[src/rtl/rxr_pkg.sv]
package rxr_pkg;
  localparam int MIN_BODY = 60;
  localparam int HDR_BYTES = 4;
  localparam logic [7:0] STATUS_OK = 8'h01;

  typedef enum logic [2:0] {
    ST_IDLE = 3'd0,
    ST_RECV = 3'd1,
    ST_SKIP = 3'd2,
    ST_PAD  = 3'd3,
    ST_HDR  = 3'd4
  } wr_state_e;
endpackage

[src/rtl/rxr_space.sv]
module rxr_space #(
  parameter int PG_W = 8,
  parameter int MAX_FRAME = 1514
) (
  input  logic [PG_W-1:0] cur_pg,
  input  logic [PG_W-1:0] bnd_pg,
  input  logic [PG_W-1:0] start_pg,
  input  logic [PG_W-1:0] stop_pg,
  output logic            room_ok
);
  localparam int FW = PG_W + 9;
  localparam logic [FW-1:0] NEED_B = FW'(MAX_FRAME + rxr_pkg::HDR_BYTES);

  logic [PG_W:0] ring_pg;
  logic [PG_W:0] free_pg;

  always_comb begin
    ring_pg = {1'b0, stop_pg} - {1'b0, start_pg};
    if (cur_pg < bnd_pg) free_pg = {1'b0, bnd_pg} - {1'b0, cur_pg};
    else                 free_pg = ring_pg - ({1'b0, cur_pg} - {1'b0, bnd_pg});
    room_ok = ({free_pg, 8'h00} >= NEED_B);
  end
endmodule

[src/rtl/rxr_link.sv]
module rxr_link #(
  parameter int PG_W = 8,
  parameter int LEN_W = 16
) (
  input  logic [PG_W-1:0]  cur_pg,
  input  logic [PG_W-1:0]  start_pg,
  input  logic [PG_W-1:0]  stop_pg,
  input  logic [LEN_W-1:0] body_len,
  output logic [PG_W-1:0]  next_pg,
  output logic [LEN_W-1:0] tot_len
);
  localparam int ROUND = 2 * rxr_pkg::HDR_BYTES + 255;

  logic [LEN_W:0] span;
  logic [PG_W:0]  raw;

  always_comb begin
    tot_len = body_len + LEN_W'(rxr_pkg::HDR_BYTES);
    span    = ({1'b0, body_len} + (LEN_W+1)'(ROUND)) >> 8;
    raw     = {1'b0, cur_pg} + (PG_W+1)'(span);
    if (raw >= {1'b0, stop_pg}) next_pg = PG_W'(raw - {1'b0, stop_pg} + {1'b0, start_pg});
    else                        next_pg = PG_W'(raw);
  end
endmodule

[src/rtl/rxr_step.sv]
module rxr_step #(
  parameter int PG_W = 8
) (
  input  logic [PG_W+7:0] addr,
  input  logic [PG_W-1:0] start_pg,
  input  logic [PG_W-1:0] stop_pg,
  output logic [PG_W+7:0] addr_nxt
);
  logic [PG_W+7:0] inc;

  always_comb begin
    inc = addr + 1'b1;
    addr_nxt = (inc == {stop_pg, 8'h00}) ? {start_pg, 8'h00} : inc;
  end
endmodule

[src/rtl/rxring_writer.sv]
module rxring_writer #(
  parameter int PG_W = 8,
  parameter int LEN_W = 16,
  parameter int MAX_FRAME = 1514
) (
  input  logic            clk,
  input  logic            rst_n,
  input  logic            halt,
  input  logic [PG_W-1:0] start_pg,
  input  logic [PG_W-1:0] stop_pg,
  input  logic [PG_W-1:0] bnd_pg,
  input  logic            cur_set,
  input  logic [PG_W-1:0] cur_val,
  input  logic            rx_clr,
  input  logic            s_valid,
  input  logic            s_sof,
  input  logic            s_eof,
  input  logic [7:0]      s_data,
  output logic            s_ready,
  output logic            mem_we,
  output logic [PG_W+7:0] mem_addr,
  output logic [7:0]      mem_wdata,
  output logic [PG_W-1:0] cur_pg,
  output logic            busy,
  output logic            ovf,
  output logic            rx_flag
);
  import rxr_pkg::*;

  localparam int AW = PG_W + 8;
  localparam logic [LEN_W-1:0] MAX_L = LEN_W'(MAX_FRAME);
  localparam logic [LEN_W-1:0] MIN_L = LEN_W'(MIN_BODY);

  wr_state_e       st_q, st_d;
  logic [AW-1:0]   wptr_q, wptr_d;
  logic [LEN_W-1:0] len_q, len_d;
  logic [1:0]      hidx_q, hidx_d;
  logic [PG_W-1:0] cur_q, cur_d;
  logic            flag_q, flag_d;
  logic            ovf_q, ovf_d;

  logic            room_ok;
  logic [PG_W-1:0] next_pg;
  logic [LEN_W-1:0] tot_len;
  logic [AW-1:0]   addr_nxt;

  rxr_space #(.PG_W(PG_W), .MAX_FRAME(MAX_FRAME)) u_space (
    .cur_pg(cur_q), .bnd_pg(bnd_pg), .start_pg(start_pg), .stop_pg(stop_pg),
    .room_ok(room_ok)
  );

  rxr_link #(.PG_W(PG_W), .LEN_W(LEN_W)) u_link (
    .cur_pg(cur_q), .start_pg(start_pg), .stop_pg(stop_pg), .body_len(len_q),
    .next_pg(next_pg), .tot_len(tot_len)
  );

  rxr_step #(.PG_W(PG_W)) u_step (
    .addr(mem_addr), .start_pg(start_pg), .stop_pg(stop_pg), .addr_nxt(addr_nxt)
  );

  // next-state process
  always_comb begin
    st_d      = st_q;
    wptr_d    = wptr_q;
    len_d     = len_q;
    hidx_d    = hidx_q;
    cur_d     = cur_q;
    flag_d    = flag_q & ~rx_clr;
    ovf_d     = 1'b0;
    mem_we    = 1'b0;
    mem_addr  = wptr_q;
    mem_wdata = s_data;
    unique case (st_q)
      ST_IDLE: begin
        if (cur_set) cur_d = cur_val;
        if (s_valid && s_sof) begin
          if (halt || !room_ok) begin
            ovf_d = 1'b1;
            if (!s_eof) st_d = ST_SKIP;
          end else begin
            mem_we   = 1'b1;
            mem_addr = {cur_q, 8'd4};
            wptr_d   = addr_nxt;
            len_d    = LEN_W'(1);
            if (s_eof) st_d = (LEN_W'(1) < MIN_L) ? ST_PAD : ST_HDR;
            else       st_d = ST_RECV;
          end
        end
      end
      ST_RECV: begin
        if (s_valid) begin
          if (len_q < MAX_L) begin
            mem_we = 1'b1;
            wptr_d = addr_nxt;
            len_d  = len_q + 1'b1;
          end
          if (s_eof) st_d = (len_d < MIN_L) ? ST_PAD : ST_HDR;
        end
      end
      ST_SKIP: begin
        if (s_valid && s_eof) st_d = ST_IDLE;
      end
      ST_PAD: begin
        mem_we    = 1'b1;
        mem_wdata = 8'h00;
        wptr_d    = addr_nxt;
        len_d     = len_q + 1'b1;
        if (len_d >= MIN_L) st_d = ST_HDR;
      end
      ST_HDR: begin
        mem_we   = 1'b1;
        mem_addr = {cur_q, 6'd0, hidx_q};
        unique case (hidx_q)
          2'd0: mem_wdata = STATUS_OK;
          2'd1: mem_wdata = 8'(next_pg);
          2'd2: mem_wdata = tot_len[7:0];
          default: mem_wdata = 8'(tot_len >> 8);
        endcase
        hidx_d = hidx_q + 1'b1;
        if (hidx_q == 2'd3) begin
          cur_d  = next_pg;
          flag_d = 1'b1;
          st_d   = ST_IDLE;
        end
      end
      default: st_d = ST_IDLE;
    endcase
  end

  // register process
  always_ff @(posedge clk or negedge rst_n) begin
    if (!rst_n) begin
      st_q   <= ST_IDLE;
      wptr_q <= '0;
      len_q  <= '0;
      hidx_q <= '0;
      cur_q  <= '0;
      flag_q <= 1'b0;
      ovf_q  <= 1'b0;
    end else begin
      st_q   <= st_d;
      wptr_q <= wptr_d;
      len_q  <= len_d;
      hidx_q <= hidx_d;
      cur_q  <= cur_d;
      flag_q <= flag_d;
      ovf_q  <= ovf_d;
    end
  end

  assign s_ready = (st_q != ST_PAD) && (st_q != ST_HDR);
  assign busy    = (st_q == ST_RECV) || (st_q == ST_PAD) || (st_q == ST_HDR);
  assign cur_pg  = cur_q;
  assign ovf     = ovf_q;
  assign rx_flag = flag_q;
endmodule

[config.mk]
export PLATFORM = sky130hd
export DESIGN_NAME = rxring_writer
export DESIGN_NICKNAME = d
export VERILOG_FILES = /design/src/rtl/rxr_pkg.sv /design/src/rtl/rxr_space.sv /design/src/rtl/rxr_link.sv /design/src/rtl/rxr_step.sv /design/src/rtl/rxring_writer.sv
export SDC_FILE = /design/constraint.sdc
export NUM_CORES = 1
export LEC_CHECK = 0
export CORE_UTILIZATION = 49
export DETAILED_ROUTE_END_ITERATION = 6
export PLACE_DENSITY_LB_ADDON = 0.1
export SLEW_MARGIN = 20
export SYNTH_ARGS = -nofsm -noshare
export SYNTH_HDL_FRONTEND = slang
export SYNTH_SLANG_ARGS = --single-unit
[constraint.sdc]
create_clock -name clk -period 7.2 [get_ports clk]
set_clock_uncertainty 0.05 [all_clocks]
set_input_delay 1.44 -clock clk [delete_from_list [all_inputs] [get_ports clk]]
set_output_delay 1.44 -clock clk [all_outputs]
set_load 0.02 [all_outputs]
Yosys cells after proc, flatten, opt, wreduce, memory -nomap -nowiden

Cells that the tools add are included.

Word-level logic and storage cells: 107
Memories: 0
Memory bits (read-only): 0
Latch bits: 0
Bits in writable memories: 0
Bits in registers: 47

Multiplexer cells: 44
Add/subtract/negate cells: 12
Multipliers: 0
Bitwise operators: 2
Div/mod/pow operators: 0
Reductions and logical operators: 16
Eq/ne operators: 20
Shift operators: 0
$lt $le $gt $ge: 6

Operators by type and width:

| kind                                                         | count |
|---|---|
| 2-to-1 mux 16 bit                                            | 13 |
| one-hot mux 16 bit (3 select lines)                          | 2 |
| adder 16 x 1 -> 16 bit, second input constant                | 2 |
| one-hot mux 16 bit (2 select lines)                          | 1 |
| one-hot mux 8 bit (2 select lines)                           | 2 |
| 2-to-1 mux 3 bit                                             | 9 |
| subtractor 8 x 8 -> 9 bit                                    | 3 |
| 2-to-1 mux 8 bit                                             | 3 |
| one-hot mux 8 bit (3 select lines)                           | 1 |
| != test 2 bit, second input constant                         | 9 |
| adder 16 x 9 -> 17 bit, second input constant                | 1 |
| >= comparator 17 x 11 -> 1 bit, second input constant        | 1 |
| adder 16 x 3 -> 16 bit, second input constant                | 1 |
| equality test 16 bit                                         | 1 |
| >= comparator 16 x 6 -> 1 bit, second input constant         | 1 |
| less-than comparator 16 x 11 -> 1 bit, second input constant | 1 |
| less-than comparator 16 x 6 -> 1 bit, second input constant  | 1 |
| one-hot mux 3 bit (5 select lines)                           | 1 |
| adder 8 x 9 -> 9 bit                                         | 1 |
| >= comparator 9 x 8 -> 1 bit                                 | 1 |
| 2-to-1 mux 1 bit                                             | 9 |
| 2-to-1 mux 9 bit                                             | 1 |
| subtractor 9 bit                                             | 1 |
| adder 8 bit                                                  | 1 |
| other kinds (26)                                             | 33 |

Longest topological paths before layout

Word-level depth: 15
Mapped depth: 24
Depth with buffers taken out: 23

Cells and area by module

Synthesis repeated with hierarchy kept, for this count alone.

Cell total of the unflattened synthesis: 857
Area, all modules: 6891.6 µm²

Modules (own cells, without submodules):

| module        | cells an instance | area an instance (µm²) | times used | sequential area each (µm²) |
|---|---|---|---|---|
| rxring_writer | 395               | 3246.9                 | 1          | 1176.1 |
| rxr_link      | 209               | 1612.8                 | 1          | 0.0 |
| rxr_space     | 163               | 1293.7                 | 1          | 0.0 |
| rxr_step      | 90                | 738.2                  | 1          | 0.0 |

Least setup slack after synthesis

Ideal clock, no wire load.

Kind: input to output
From: input port start_pg[0]
To: output port mem_addr[13]
Stages on the path: 17
Arrival: 5.182 ns
Setup slack: 0.528 ns
Cell sequence: inv_1 fa_1 inv_1 fa_1 nand2b_1 fa_1 nor2b_4 o22a_2 nand3_1 a32oi_1 or4b_4 o211ai_4 and2_1 buf_6 buf_2 buf_2 a21o_1

Cells in the longest elaborated chain, start to end: 9

Ends and longest elaborated chain:

| element                             | RTL line            | RTL |
|---|---|---|
| start: declaration                  | rxring_writer.sv:9  | `input logic [PG_W-1:0] start_pg,` |
| subtractor 8 x 8 -> 9 bit           | rxr_space.sv:18     | `ring_pg = {1'b0, stop_pg} - {1'b0, start_pg};` |
| subtractor 9 bit                    | rxr_space.sv:20     | `else free_pg = ring_pg - ({1'b0, cur_pg} - {1'b0, bnd_pg});` |
| 2-to-1 mux 9 bit                    | rxr_space.sv:19     | `if (cur_pg < bnd_pg) free_pg = {1'b0, bnd_pg} - {1'b0, cur_pg};` |
| >= comparator 17 x 11 -> 1 bit      | rxr_space.sv:21     | `room_ok = ({free_pg, 8'h00} >= NEED_B);` |
| zero test 1 bit                     | rxring_writer.sv:77 | `if (halt \|\| !room_ok) begin` |
| logical OR 1 bit                    | rxring_writer.sv:77 |  |
| 2-to-1 mux 16 bit                   | rxring_writer.sv:77 |  |
| 2-to-1 mux 16 bit                   | rxring_writer.sv:76 | `if (s_valid && s_sof) begin` |
| one-hot mux 16 bit (2 select lines) | rxring_writer.sv:73 | `unique case (st_q)` |
| end: declaration                    | rxring_writer.sv:21 | `output logic [PG_W+7:0] mem_addr,` |

No other way between the ends.

Worst setup path in the final report

From: input port stop_pg[3]
To: output port mem_addr[8]

Cells in the longest elaborated chain, start to end: 9

Ends and longest elaborated chain:

| element                             | RTL line            | RTL |
|---|---|---|
| start: declaration                  | rxring_writer.sv:10 | `input logic [PG_W-1:0] stop_pg,` |
| subtractor 8 x 8 -> 9 bit           | rxr_space.sv:18     |  |
| subtractor 9 bit                    | rxr_space.sv:20     |  |
| 2-to-1 mux 9 bit                    | rxr_space.sv:19     |  |
| >= comparator 17 x 11 -> 1 bit      | rxr_space.sv:21     |  |
| zero test 1 bit                     | rxring_writer.sv:77 |  |
| logical OR 1 bit                    | rxring_writer.sv:77 |  |
| 2-to-1 mux 16 bit                   | rxring_writer.sv:77 |  |
| 2-to-1 mux 16 bit                   | rxring_writer.sv:76 |  |
| one-hot mux 16 bit (2 select lines) | rxring_writer.sv:73 |  |

No other way between the ends.

==> impl_results.md <==
* Outcome: complete, no violations
* Comb power frac at 0.785
* Area delta synth->final at 24.8%
* M2 GR Usage at 0.560
* # diodes at 0
* Drt wl/cell at 19.2 µm
* I/O pins at 85
* Share of power burned in registers at 0.144
* Clk_lat worst skew at 0.29 ns
* Global routing's busiest layer: met2
* Initial drt markers at 441
* HPWL after DPL at 16700 µm
* First-pass detailed-route iteration total at 5
* H-tree levels at 2
* Die height at 116 µm
* Main synth FF type: dfrtp_1
* Hold WC Path Type: flop to flop
* CTS tree: yes
* Lkg Pwr at 3.71 nW
* Commonest non-fill, non-tap cell in the layout: nand2_1
* Sw Pwr at 1.79 mW
* Clock Power Share at 0.071
* Minimum clock period at 7.08 ns
* Core area at 0.0127 mm²
* Routed WL at 21100 µm
* Worst path slowest cell: fa_1
* Number of global-route vias before repair at 6562
* Seq. cell area at 0.00118 mm²
* First-pass GRT wire length at 32900 µm
* CTS Sinks at 47
* Mapped Area at 0.00639 mm²
* Yosys reg bits at 47
* Non-Filler Instances at 1100
* CTS Buffer Depth at 2
* Crit share post-route at 0.984
* Power consumption at 3.56 mW
* I/O Buffers at 84
* Cell count after synthesis at 814
* CP Cell Sequence: clkdlybuf4s50_1, inv_1, fa_1, fa_1, inv_1, ha_1, or2_0, o22a_2, nand3b_1, a32oi_1, or4b_4, o211ai_4, and2_4, buf_12, nor2_1, a21o_1, clkdlybuf4s15_2
* Post-synth EDFFs at 0
* Worst setup EP type: output port
* DP Cell Count at 1090
* Pwr dens at 446 mW/mm²
* F_max at 0.141 GHz
* Reg clk slew, reported paths at 0.06 ns
* Synth Warn # at 0
* Mean post-synth cell area at 7.85 µm²
* Max-cap violations at 0
* Placed Area at 0.00772 mm²
* Initial antenna violation count at 0
* CP Max Fanout at 12
* Post-synthesis sequential area ratio at 0.184
* Nets at 1048
* WP buf/inv at 5
* DRC violations left at 0
* Max Slew Vio Count at 0
* Total global routing overflow at 0
* Die Area at 0.0135 mm²
* Initial Util at 0.504
* M1 GR Usage at 0.394
* Layout cells sized above 1 at 0.137
* Setup violations, final at 0
* Crit-path max cell delay at 0.52 ns
* Relative slew slack at 0.259
* Worst setup path class: input port to output port
* Tightest Pin Transition at 1.10 ns
* Hold-fix buffer count after cts at 0
* Met3 Use GR at 0.0420
* Fin area at 0.00798 mm²
* Vias at 6605
* Syn nets at 935
* Fill cells at 1145
* GP Congestion at 0.925
* Tot GR Track Use at 0.321
* P_int at 1.77 mW
* Number of CTS-inserted buffers at 5
* Most frequent cells in the layout: nand2_1 (72), inv_1 (70), nor2_1 (65)
* Fin util at 0.630
* Hold depth at 1
* Fin. Hold Viols at 0
* Worst-case reg-to-reg path depth at 18
* Area of the multi-input gates at 0.00478 mm²
* Die X at 116 µm
* Vias per inst at 6.00
* Post-DRT Antenna Nets at 0
* CP Depth at 17
* Largest net degree at the start of global routing at 48
* Arr. time, crit path at 5.59 ns
* Data required, critical path at 5.71 ns
* Root buffer cell: clkbuf_16
* Net Sw Frac at 0.503
* Rows at 41
* Unrepaired setup endpoints after global routing: no
* Post-synth ARST share at 1.00
* Count of different cell masters after synthesis at 80
* CP Launch Type: input port
* CP delay by family, top: adder cells
* Peak supply drop at 0.278 mV
## Yosys cell counts (all sizes together) (21+ instances only)
library cell,n,share of area
o21ai,60,0.047
nand2,77,0.046
xor2,21,0.029
clkbuf,28,0.018
a21oi,62,0.050
dfrtp,47,0.18
xnor2,35,0.048
fa,25,0.078
nand3,29,0.023
nor2,65,0.038
ha,48,0.094
inv,72,0.042
## power groups by stage
stage / sequential, mW / combinational, mW / clock (mW)
detailed placement: 0.509 / 2.73 / 0
global route: 0.524 / 3.06 / 0.266
finish: 0.512 / 2.79 / 0.252
floorplan: 0.455 / 1.84 / 0
CTS: 0.504 / 2.73 / 0.258
global placement: 0.504 / 2.65 / 0
## cell families (layout without fill, tap and decap cells)
group,Yosys count,in the layout,share of synthesized area
xor+xnor,56,56,0.0767
simple gates,253,253,0.194
flops,47,47,0.184
fa+ha+maj,73,73,0.172
buf+inv,116,230,0.0775
compound gates,249,249,0.263
mux,20,20,0.0329
## final cells by class
cell class / count / area share
clock inverters: 1 / 0.000941
flip-flops and latches: 47 / 0.147
multi-input cells: 651 / 0.599
well taps: 172 / 0.0270
inverters: 72 / 0.0339
clock buffers: 7 / 0.0191
repair buffers: 150 / 0.172
## flip-flops by register name, summed over array words and instances (netlist names)
register	cells
len_q	16
wptr_q	16
cur_pg	8
st_q	3
hidx_q	2
ovf	1
rx_flag	1
## stage by stage
stage / setup TNS, ns / hold WS, ns / setup WS (ns)
final: 0 / 0.471 / 0.116
after global routing: 0 / 0.500 / 0.00632
after CTS: -0.00167 / 0.465 / -0.00167
after detailed placement: -5.54 / 0.455 / -0.417
after global placement: -4.22 / 0.462 / -0.325
after floorplan: 0 / 0.416 / 0.528
## final timing paths
kind	slack (ns)	from	endpoint
worst max-delay path	0.12	stop_pg[3]	mem_addr[8]
worst min-delay path	0.47	wptr_q[3]	wptr_q[3]
worst max register to register	1.54	cur_pg[0]	wptr_q[8]
worst min register to register	0.47	wptr_q[3]	wptr_q[3]
max in group asynchronous	5.43	rst_n	len_q[6]
min in group asynchronous	1.21	rst_n	cur_pg[5]
## metal layers
layer / wire length, µm / share of wire / up-vias
li1: - / - / 3129
met1: 8870 / 0.42 / 3145
met2: 10100 / 0.48 / 276
met3: 1260 / 0.060 / 55
met4: 859 / 0.041 / 0
met5: 0 / 0 / -
## repair_timing
action	4_1_cts	5_1_grt
setup endpoints to repair	23	24
pin swaps	0	6
gates resized for setup	38	25
cloned	1	0
buffers inserted	0	1
endpoints found under the hold margin	0	0
Power figures use the tool's default switching activity.
